===== src/rtl/bct_pkg.sv =====
package bct_pkg;
  typedef enum int unsigned {
    FLG_FREE  = 0,
    FLG_AVAIL = 1,
    FLG_IDLE  = 2
  } flag_e;
  localparam int unsigned NUM_FLAGS = 3;
endpackage


===== src/rtl/bct_elapsed.sv =====
// Saturating elapsed-cycle counter; runs only between a STOP and the next halt.
module bct_elapsed #(
  parameter int unsigned W = 32
) (
  input  logic         clk,
  input  logic         rst_n,
  input  logic         halt,
  input  logic         restart,
  output logic         running,
  output logic [W-1:0] count
);
  localparam logic [W-1:0] CNT_MAX = {W{1'b1}};

  always_ff @(posedge clk or negedge rst_n) begin
    if (!rst_n) begin
      running <= 1'b0;
      count   <= '0;
    end else if (halt) begin
      running <= 1'b0;
      count   <= '0;
    end else if (restart) begin
      running <= 1'b1;
      count   <= '0;
    end else if (running && count != CNT_MAX) begin
      count <= count + 1'b1;
    end
  end
endmodule


===== src/rtl/bct_thresh_cmp.sv =====
module bct_thresh_cmp #(
  parameter int unsigned W = 32
) (
  input  logic         running,
  input  logic [W-1:0] count,
  input  logic [W-1:0] thresh,
  output logic         hit
);
  always_comb hit = running && (count >= thresh);
endmodule


===== src/rtl/bct_busy_track.sv =====
module bct_busy_track (
  input  logic clk,
  input  logic rst_n,
  input  logic start_ev,
  input  logic stop_ev,
  input  logic hdr_ev,
  output logic busy
);
  always_ff @(posedge clk or negedge rst_n) begin
    if (!rst_n)                  busy <= 1'b0;
    else if (hdr_ev || start_ev) busy <= 1'b1;
    else if (stop_ev)            busy <= 1'b0;
  end
endmodule


===== src/rtl/bus_cond_timers.sv =====
module bus_cond_timers #(
  parameter int unsigned W = 32
) (
  input  logic         clk,
  input  logic         rst_n,
  input  logic         start_pulse,
  input  logic         stop_pulse,
  input  logic         hdr_entry,
  input  logic [W-1:0] free_thresh,
  input  logic [W-1:0] avail_thresh,
  input  logic [W-1:0] idle_thresh,
  output logic         bus_busy,
  output logic         bus_free,
  output logic         bus_available,
  output logic         bus_idle
);
  import bct_pkg::*;

  logic                          running;
  logic [W-1:0]                  count;
  logic [NUM_FLAGS-1:0][W-1:0]   thr;
  logic [NUM_FLAGS-1:0]          hit;

  always_comb begin
    thr[FLG_FREE]  = free_thresh;
    thr[FLG_AVAIL] = avail_thresh;
    thr[FLG_IDLE]  = idle_thresh;
  end

  // HDR entry and START both halt timing; STOP restarts it (lowest priority).
  bct_elapsed #(.W(W)) u_elapsed (
    .clk     (clk),
    .rst_n   (rst_n),
    .halt    (hdr_entry | start_pulse),
    .restart (stop_pulse),
    .running (running),
    .count   (count)
  );

  for (genvar g = 0; g < NUM_FLAGS; g++) begin : g_cmp
    bct_thresh_cmp #(.W(W)) u_cmp (
      .running (running),
      .count   (count),
      .thresh  (thr[g]),
      .hit     (hit[g])
    );
  end

  bct_busy_track u_busy (
    .clk      (clk),
    .rst_n    (rst_n),
    .start_ev (start_pulse),
    .stop_ev  (stop_pulse),
    .hdr_ev   (hdr_entry),
    .busy     (bus_busy)
  );

  assign bus_free      = hit[FLG_FREE];
  assign bus_available = hit[FLG_AVAIL];
  assign bus_idle      = hit[FLG_IDLE];
endmodule


===== config.mk =====
export PLATFORM = sky130hd
export DESIGN_NAME = bus_cond_timers
export DESIGN_NICKNAME = d
export VERILOG_FILES = /design/src/rtl/bct_pkg.sv /design/src/rtl/bct_elapsed.sv /design/src/rtl/bct_thresh_cmp.sv /design/src/rtl/bct_busy_track.sv /design/src/rtl/bus_cond_timers.sv
export SDC_FILE = /design/constraint.sdc
export NUM_CORES = 1
export LEC_CHECK = 0
export BUFFER_PORTS_ARGS = -buffer_cell sky130_fd_sc_hd__buf_2
export CAP_MARGIN = 5
export CORE_MARGIN = 3
export CORE_UTILIZATION = 56
export CTS_CLUSTER_DIAMETER = 80
export DETAILED_ROUTE_END_ITERATION = 16
export GPL_TIMING_DRIVEN = 1
export HOLD_SLACK_MARGIN = 0.15
export PLACE_DENSITY = 0.83
export SLEW_MARGIN = 20
export SYNTH_ARGS = -nofsm -noshare
export SYNTH_HDL_FRONTEND = slang
export SYNTH_SLANG_ARGS = --single-unit

===== constraint.sdc =====
create_clock -name clk -period 2.6 [get_ports clk]
set_input_delay 0.52 -clock clk [delete_from_list [all_inputs] [get_ports clk]]
set_output_delay 0.52 -clock clk [all_outputs]
set_load 0.02 [all_outputs]

## Yosys cells after proc, flatten, opt, wreduce, memory -nomap -nowiden

Index checks and enable logic that the tools add are counted.

| storage, ports and cells | value |
|---|---|
| bits in registers | 34 |
| logic and storage cells | 24 |
| input port bits | 101 |

| operators by class | value |
|---|---|
| mux-type cells | 7 |
| add/subtract/negate cells | 1 |
| bitwise operators | 1 |
| magnitude comparators | 3 |
| reductions and logical operators | 8 |
| eq/ne operators | 1 |

Operator list:

| operator | count |
|---|---|
| greater-or-equal comparator 32 bit | 3 |
| two-way mux 32 bit | 3 |
| adder 32 x 1 -> 32 bit, second input constant | 1 |
| != test 32 bit, second input constant | 1 |
| logical AND 1 bit | 4 |
| two-way mux 1 bit | 4 |
| nonzero test 2 bit | 2 |
| nonzero test 3 bit | 1 |
| logical OR 1 bit | 1 |
| OR 1 bit | 1 |

## Depth between registers and ports, before layout

Gate-level depths: netlist of the first run.

| logic depth | value |
|---|---|
| depth in word-level cells | 5 |
| mapped depth | 7 |
| mapped depth without buffers | 7 |

## Modules after synthesis

Synthesis of the first run repeated with hierarchy kept, for this count alone.

| second synthesis, totals | value |
|---|---|
| cell total of the unflattened synthesis | 543 |
| area, all modules | 4309.1 um^2 |

Modules (own cells, without submodules):

| module | area each (um^2) | cells each | times used |
|---|---|---|---|
| bct_elapsed | 1815.5 | 206 | 1 |
| bct_thresh_cmp at g_cmp[1].u_cmp ... | 820.8 | 110 | 2 |
| bct_thresh_cmp at g_cmp[0].u_cmp | 808.3 | 112 | 1 |
| bct_busy_track | 37.5 | 4 | 1 |
| bus_cond_timers | 6.3 | 1 | 1 |

## Worst setup path after synthesis of the first run

OpenSTA, ideal clock, no wires.

| timing | value |
|---|---|
| path type | input-to-output |
| start point | input port free_thresh[2] |
| end point | output port bus_free |
| stages | 7 |
| data required time | 2.080 ns |
| setup slack | 0.225 ns |
| data arrival time | 1.855 ns |
| path buffers | 0 |
| cell sequence | inv_1 ha_1 nand2_1 o21ai_0 a31oi_1 o31a_1 o21ai_0 |

| between the ends | value |
|---|---|
| cells in the longest elaborated chain, start to end | 2 |

RTL lines:

| what | RTL line | text |
|---|---|---|
| from (decl) | bus_cond_timers.sv:9 | `input logic [W-1:0] free_thresh,` |
| greater-or-equal comparator 32 bit | bct_thresh_cmp.sv:9 | `always_comb hit = running && (count >= thresh);` |
| logical AND 1 bit | bct_thresh_cmp.sv:9 |  |
| to (decl) | bus_cond_timers.sv:13 | `output logic bus_free,` |

Every way passes these cells.

## Worst setup path in the final report of the first run

| timing | value |
|---|---|
| start point | register u_elapsed.count[2] |
| end point | output port bus_available |

| between the ends | value |
|---|---|
| cells in the longest elaborated chain, start to end | 2 |

RTL lines:

| what | RTL line | text |
|---|---|---|
| from (decl) | bct_elapsed.sv:10 | `output logic [W-1:0] count` |
| from (signal assigned) | bct_elapsed.sv:25 | `count <= count + 1'b1;` |
| greater-or-equal comparator 32 bit | bct_thresh_cmp.sv:9 |  |
| logical AND 1 bit | bct_thresh_cmp.sv:9 |  |
| to (decl) | bus_cond_timers.sv:14 | `output logic bus_available,` |

Every way passes these cells.

==> results of run 1 <==
## area by class of cell
cell class / count / area (sq um) / share of cell area [%]
Multi-Input combinational cell: 408 / 3280 / 59.2
Inverter: 97 / 364 / 6.57
Clock buffer: 6 / 82.6 / 1.49
Clock inverter: 2 / 12.5 / 0.226
Tap cell: 99 / 124 / 2.24
Timing Repair Buffer: 139 / 810 / 14.6
Sequential cell: 34 / 870 / 15.7
## state kept, by name (all words and copies together) (netlist names)
signal	cells
u_elapsed.count	32
u_busy.busy	1
u_elapsed.running	1
## power breakdown
part	internal, W	total [W]	switching (W)
registers	0.000530	0.000531	0.00000141
clock network	0.000213	0.000411	0.000198
logic	0.000116	0.000247	0.000131
## cell usage in the layout, fill, tap and decap left out, types with 15 or more instances in the layout
cell type,count
dfrtp_1,19
a21oi_1,42
ha_1,88
dfrtp_2,15
nand4_1,25
inv_1,96
nand2_1,39
nor2_1,32
buf_4,33
nand3_1,22
buf_2,101
## logic make-up (layout without fill, tap and decap cells)
| family | after synthesis | after routing | synth area share [%] |
|---|---|---|---|
| DFF | 34 | 34 | 19.5 |
| adders and majority gates | 97 | 97 | 27.8 |
| xor gates and xnor gates | 16 | 16 | 3.21 |
| muxes | 3 | 3 | 0.687 |
| buffers and inverters | 107 | 244 | 9.31 |
| and+or+nand+nor | 171 | 171 | 21.4 |
| AOI/OAI and AO/OA | 121 | 121 | 18.1 |
## per-layer routing
metal	up-vias	global-route usage, %	part of all wire [%]
li1	2237	-	-
met1	2051	33.4	42
met2	201	50.2	49
met3	43	3.43	6.0
met4	0	10.1	3.2
met5	-	0	0
## stage by stage
| stage | utilization [%] | total power [W] | setup WS [ps] |
|---|---|---|---|
| 5_1_grt | 74.8 | 0.00125 | -212 |
| 6_report | 74.8 | 0.00119 | -167 |
| 4_1_cts | 72.5 | 0.00118 | -177 |
| 3_5_place_dp | 69.5 | 0.000773 | -142 |
| 3_3_place_gp | 69.5 | 0.000759 | -95.7 |
| 2_1_floorplan | - | 0.000654 | 225 |
## path summary, 6_finish.rpt
kind | end | slack [ps] | depth (start not counted)
worst max-delay path | bus_available | -170 | 7
min in group clk | u_busy.busy | 470 | 2
max in group asynchronous | u_elapsed.count[11] | 1750 | 1
worst min register to register | u_busy.busy | 520 | 2
worst max register to register | u_elapsed.count[25] | 220 | 8
worst min-delay path | u_elapsed.running | 300 | 1
## what timing repair did
action	4_1_cts	5_1_grt
setup buffers	6	6
gates resized for setup	20	35
endpoints found under the hold margin	0	0
pin swaps	10	16
endpoints found under the setup margin	3	3
## worst max-delay path, stage by stage, from the launching register on
cell,delay (ps)
dfrtp_2,440
ha_4,220
a211o_1,260
a31oi_1,220
o31ai_2,120
a211o_1,310
a31o_2,260
buf_6,130
==> results.py, run 1 <==
metrics = {
    "critical_path": {
        "worstPathArrival_ps": 2250,
        "cp_max_fo": 2,
        "cp-start-kind": "flip-flop",
        "crit_type": "flip-flop to output pin",
        "crit_required_ps": 2080,
        "timing.rr.start": "u_elapsed.count[2]",
        "endpoint_kind": "output pin",
        "crit_start": "u_elapsed.count[2]",
    },
    "clock_tree": {
        "htreeDepth": 2,
        "cts_hold_buffers": 0,
        "cts_inserted_buffers": 5,
        "clockBufferDepth": 2,
        "cts_sinks": 34,
        "clk_pin_slew_ps": 80,
        "cts_tree": "yes",
        "cts-root-buf": "clkbuf_8",
        "insertion_delay_ps": 280,
    },
    "route": {
        "wl_per_cell_um": 15.8,
        "viasPerCell": 5.77,
        "via_count": 4532,
        "drtIter0Drc": 214,
        "drt_pass1_iterations": 4,
        "drc": 0,
        "finalWirelength_um": 12400,
        "ant_nets": 0,
    },
    "synthesis": {
        "ys_top_cells_by_area": "ha_1 (28%), dfrtp_1 (19%), inv_1 (8.3%), a21oi_1 (5.5%), nand4_1 (3.6%)",
        "yosysTopAreaCell": "ha_1",
        "yosysUniqueCellTypes": 55,
        "async_flop_share_pct": 100,
        "yosysWarnings": 0,
        "synth_nets": 747,
        "ys_seq_area_share_pct": 19.5,
        "syn_inst": 549,
        "synth_edf_count": 0,
        "syn_area_sq_mm": 0.00437,
        "synth_common_cells": "ha_1 (97), inv_1 (97), a21oi_1 (48), nand2_1 (40), dfrtp_1 (34)",
        "synth-main-ff-cell": "dfrtp_1",
        "yosys.area.top_type_share_pct": 27.8,
        "synth-seq-cells": 34,
        "avgSynthCellArea_sq_um": 7.96,
    },
    "sta": {
        "min_period_over_period_pct": 106,
        "finalCriticalPeriod_ps": 2770,
        "rsz0062_at_grt": "true",
        "finalHoldViolations": 0,
        "relSlewSlack_pct": 48.6,
        "drv_slew": 0,
        "holdWs_ps": 303,
        "worst_slack_ps": -167,
        "fin_skew_ps": 12.7,
        "max_freq_ghz": 0.361,
        "finalSetupTns_ps": -326,
        "setup_viol": 3,
        "worstMarginPinSlew_ps": 770,
    },
    "worst_hold_path": {
        "min_path_type": "input port to async pin",
    },
    "power_and_ir_drop": {
        "cellPowerDensity_mw_per_mm2": 215,
        "irDropWorstVdd_mv": 0.204,
        "p_leak_nw": 3.06,
    },
    "cells_and_area": {
        "fin_cells": 785,
        "areaGrowthSynthToFinish_pct": 26.7,
        "drive_above_1_share_pct": 28.6,
        "fillers": 562,
        "nets": 883,
        "antenna_cells": 0,
        "final_design_area_no_fill_sq_mm": 0.00554,
    },
    "floorplan": {
        "die_y_um": 94.3,
        "die_x_um": 94.3,
        "pin_count": 105,
        "rows": 31,
        "coreArea_sq_mm": 0.00741,
        "design.die.area_sq_mm": 0.00890,
        "start_util_pct": 59.0,
    },
    "global_routing": {
        "antenna_found_initial": 0,
        "grt_pass1_wl_um": 19900,
        "grt_pass1_vias": 4606,
        "grt_use_total_pct": 27.7,
        "overflow": 0,
        "grt_max_degree": 35,
    },
    "place": {
        "hpwl_um": 9630,
        "placed_area_sq_mm": 0.00515,
        "io_buffers": 104,
        "place_congestion": 0.987,
        "placed_cells": 766,
    },
    "run": {
        "cap_violations": 0,
    },
    "outcome": {
        "status": "complete, but fails checks",
        "violations": "setup timing",
    },
}
(Power assumes the default switching activity.)
==> inputs of run 2 (changes only) <==
--- a/config.mk
+++ b/config.mk
@@ -5,15 +5,14 @@
 export SDC_FILE = /design/constraint.sdc
 export NUM_CORES = 1
 export LEC_CHECK = 0
-export BUFFER_PORTS_ARGS = -buffer_cell sky130_fd_sc_hd__buf_2
 export CAP_MARGIN = 5
 export CORE_MARGIN = 3
-export CORE_UTILIZATION = 56
+export CORE_UTILIZATION = 40
 export CTS_CLUSTER_DIAMETER = 80
 export DETAILED_ROUTE_END_ITERATION = 16
+export DONT_BUFFER_PORTS = 1
 export GPL_TIMING_DRIVEN = 1
 export HOLD_SLACK_MARGIN = 0.15
-export PLACE_DENSITY = 0.83
 export SLEW_MARGIN = 20
 export SYNTH_ARGS = -nofsm -noshare
 export SYNTH_HDL_FRONTEND = slang
==> results.py, run 2 (same netlist as run 1, synthesis figures left out) <==
metrics = {
    "outcome": {
        "status": "complete, but fails checks",
        "violations": "setup timing",
    },
    "floorplan": {
        "die_x_um": 111,
        "pin_count": 105,
        "die_y_um": 111,
        "start_util_pct": 41.8,
        "coreArea_sq_mm": 0.0105,
        "rows": 37,
        "design.die.area_sq_mm": 0.0122,
    },
    "critical_path": {
        "crit_type": "flip-flop to output pin",
        "timing.rr.start": "u_elapsed.count[2]",
        "r2r_slack_ps": 370,
        "worst_r2r_endpoint": "u_elapsed.count[22]",
        "setup.worst_path.end": "bus_available",
        "worstPathArrival_ps": 2160,
        "cp-start-kind": "flip-flop",
        "endpoint_kind": "output pin",
        "crit_start": "u_elapsed.count[2]",
        "worstRegToRegCells": 7,
        "crit_required_ps": 2080,
        "cp_max_fo": 4,
    },
    "run": {
        "cap_violations": 0,
    },
    "clock_tree": {
        "clockBufferDepth": 2,
        "clk_pin_slew_ps": 80,
        "htreeDepth": 2,
        "insertion_delay_ps": 280,
        "cts_tree": "yes",
        "cts_inserted_buffers": 5,
        "cts-root-buf": "clkbuf_8",
        "cts_sinks": 34,
    },
    "route": {
        "drt_pass1_iterations": 5,
        "via_count": 4123,
        "drc": 0,
        "wl_per_cell_um": 16.5,
        "drtIter0Drc": 209,
        "ant_nets": 0,
        "finalWirelength_um": 11900,
        "viasPerCell": 5.71,
    },
    "sta": {
        "max_freq_ghz": 0.373,
        "min_period_over_period_pct": 103,
        "fin_skew_ps": 8.11,
        "rsz0062_at_grt": "true",
        "finalHoldViolations": 0,
        "worst_slack_ps": -81.7,
        "relSlewSlack_pct": 64.8,
        "holdWs_ps": 343,
        "finalCriticalPeriod_ps": 2680,
        "setup_viol": 3,
        "drv_slew": 0,
        "worstMarginPinSlew_ps": 527,
    },
    "cells_and_area": {
        "fin_cells": 722,
        "largest_register_ffs": 32,
        "drive_above_1_share_pct": 14.5,
        "reg_top3": "u_elapsed.count: 32 flops, u_busy.busy: 1 flops, u_elapsed.running: 1 flops",
        "layout_common_cells": "inv_1 (97), ha_1 (92), a21oi_1 (45)",
        "areaGrowthSynthToFinish_pct": 15.6,
        "regMostFlops": "u_elapsed.count",
        "fillers": 1066,
        "final_common_cell": "inv_1",
        "antenna_cells": 0,
        "nets": 783,
    },
    "global_routing": {
        "grt_pass1_vias": 4117,
        "antenna_found_initial": 0,
        "grt_max_degree": 35,
        "overflow": 0,
        "grt_use_total_pct": 19.0,
        "grt_pass1_wl_um": 19600,
    },
    "place": {
        "place_congestion": 0.865,
        "hpwl_um": 9520,
        "placed_cells": 704,
        "io_buffers": 0,
    },
    "power_and_ir_drop": {
        "p_leak_nw": 2.69,
        "cellPowerDensity_mw_per_mm2": 221,
        "irDropWorstVdd_mv": 0.169,
    },
    "worst_hold_path": {
        "min_path_type": "input port to flip-flop",
    },
}
-- run 2: changes by cell type in the layout (fill, tap and decap cells not counted), moves of 3 or more --
cell / delta
buf_2: -101
buf_6: -5
buf_4: +4
dfrtp_1: +4
dfrtp_2: -4
ha_1: +4
a21oi_1: +3
a21oi_2: -3
ha_4: -3
o21ai_1: -3
-- run 2: metal layers --
layer / vias to the layer above / global-route usage, % / part of all wire, %
li1: 2040 / - / -
met1: 1926 / 24.1 / 45
met2: 149 / 33.3 / 49
met3: 8 / 3.73 / 5.6
met4: 0 / 4.52 / 0.92
met5: - / 0 / 0
-- run 2: critical path: stages (launching register included) --
cell and delay [ps]:
dfrtp_2 470, ha_4 230, a211o_1 260, a31oi_2 160
o31ai_2 90, a211o_1 360, a31o_4 290
-- run 2: stage by stage --
step	power (W)	setup WS [ps]	util (%)	TNS (ps)	cell area, sq um
3_3_place_gp	0.000683	-36.0	45.1	-36.0	4720
2_1_floorplan	0.000654	225	-	0	4370
5_1_grt	0.00118	-134	48.3	-374	5050
6_report	0.00111	-81.7	48.3	-153	5050
3_5_place_dp	0.000690	-9.66	45.1	-9.66	4720
4_1_cts	0.00113	-129	46.9	-224	4910
-- run 2: report_power, final --
group | internal (W) | switching (W) | leakage, nW
logic | 0.0000678 | 0.000105 | 2.19
registers | 0.000530 | 0.00000325 | 0.452
clock network | 0.000214 | 0.000194 | 0.0482
total | 0.000812 | 0.000302 | 2.69
-- run 2: worst min path at each step --
stage                    start  cells after the start     endpoint
floorplan                rst_n                      0  u_busy.busy
global placement         rst_n                      0  u_busy.busy
detailed placement       rst_n                      0  u_busy.busy
CTS                 stop_pulse                      1  u_busy.busy
global route        stop_pulse                      1  u_busy.busy
finish              stop_pulse                      1  u_busy.busy
-- run 2: timing repair --
| action | CTS | global route |
|---|---|---|
| hold buffers | 2 | 0 |
| setup endpoints to repair | 3 | 3 |
| hold endpoints to repair | 34 | 0 |
| setup buffers | 3 | 5 |
| resized for setup | 15 | 20 |
| pin swaps | 2 | 10 |
-- run 2: final cells by class --
type / count / area (sq um) / share of cell area, %
Multi-Input combinational cell: 408 / 3250 / 64.4
Sequential cell: 34 / 865 / 17.1
Inverter: 97 / 364 / 7.21
Timing Repair Buffer: 39 / 308 / 6.10
Tap cell: 136 / 170 / 3.37
Clock buffer: 7 / 86.3 / 1.71
Clock inverter: 1 / 5.00 / 0.0991
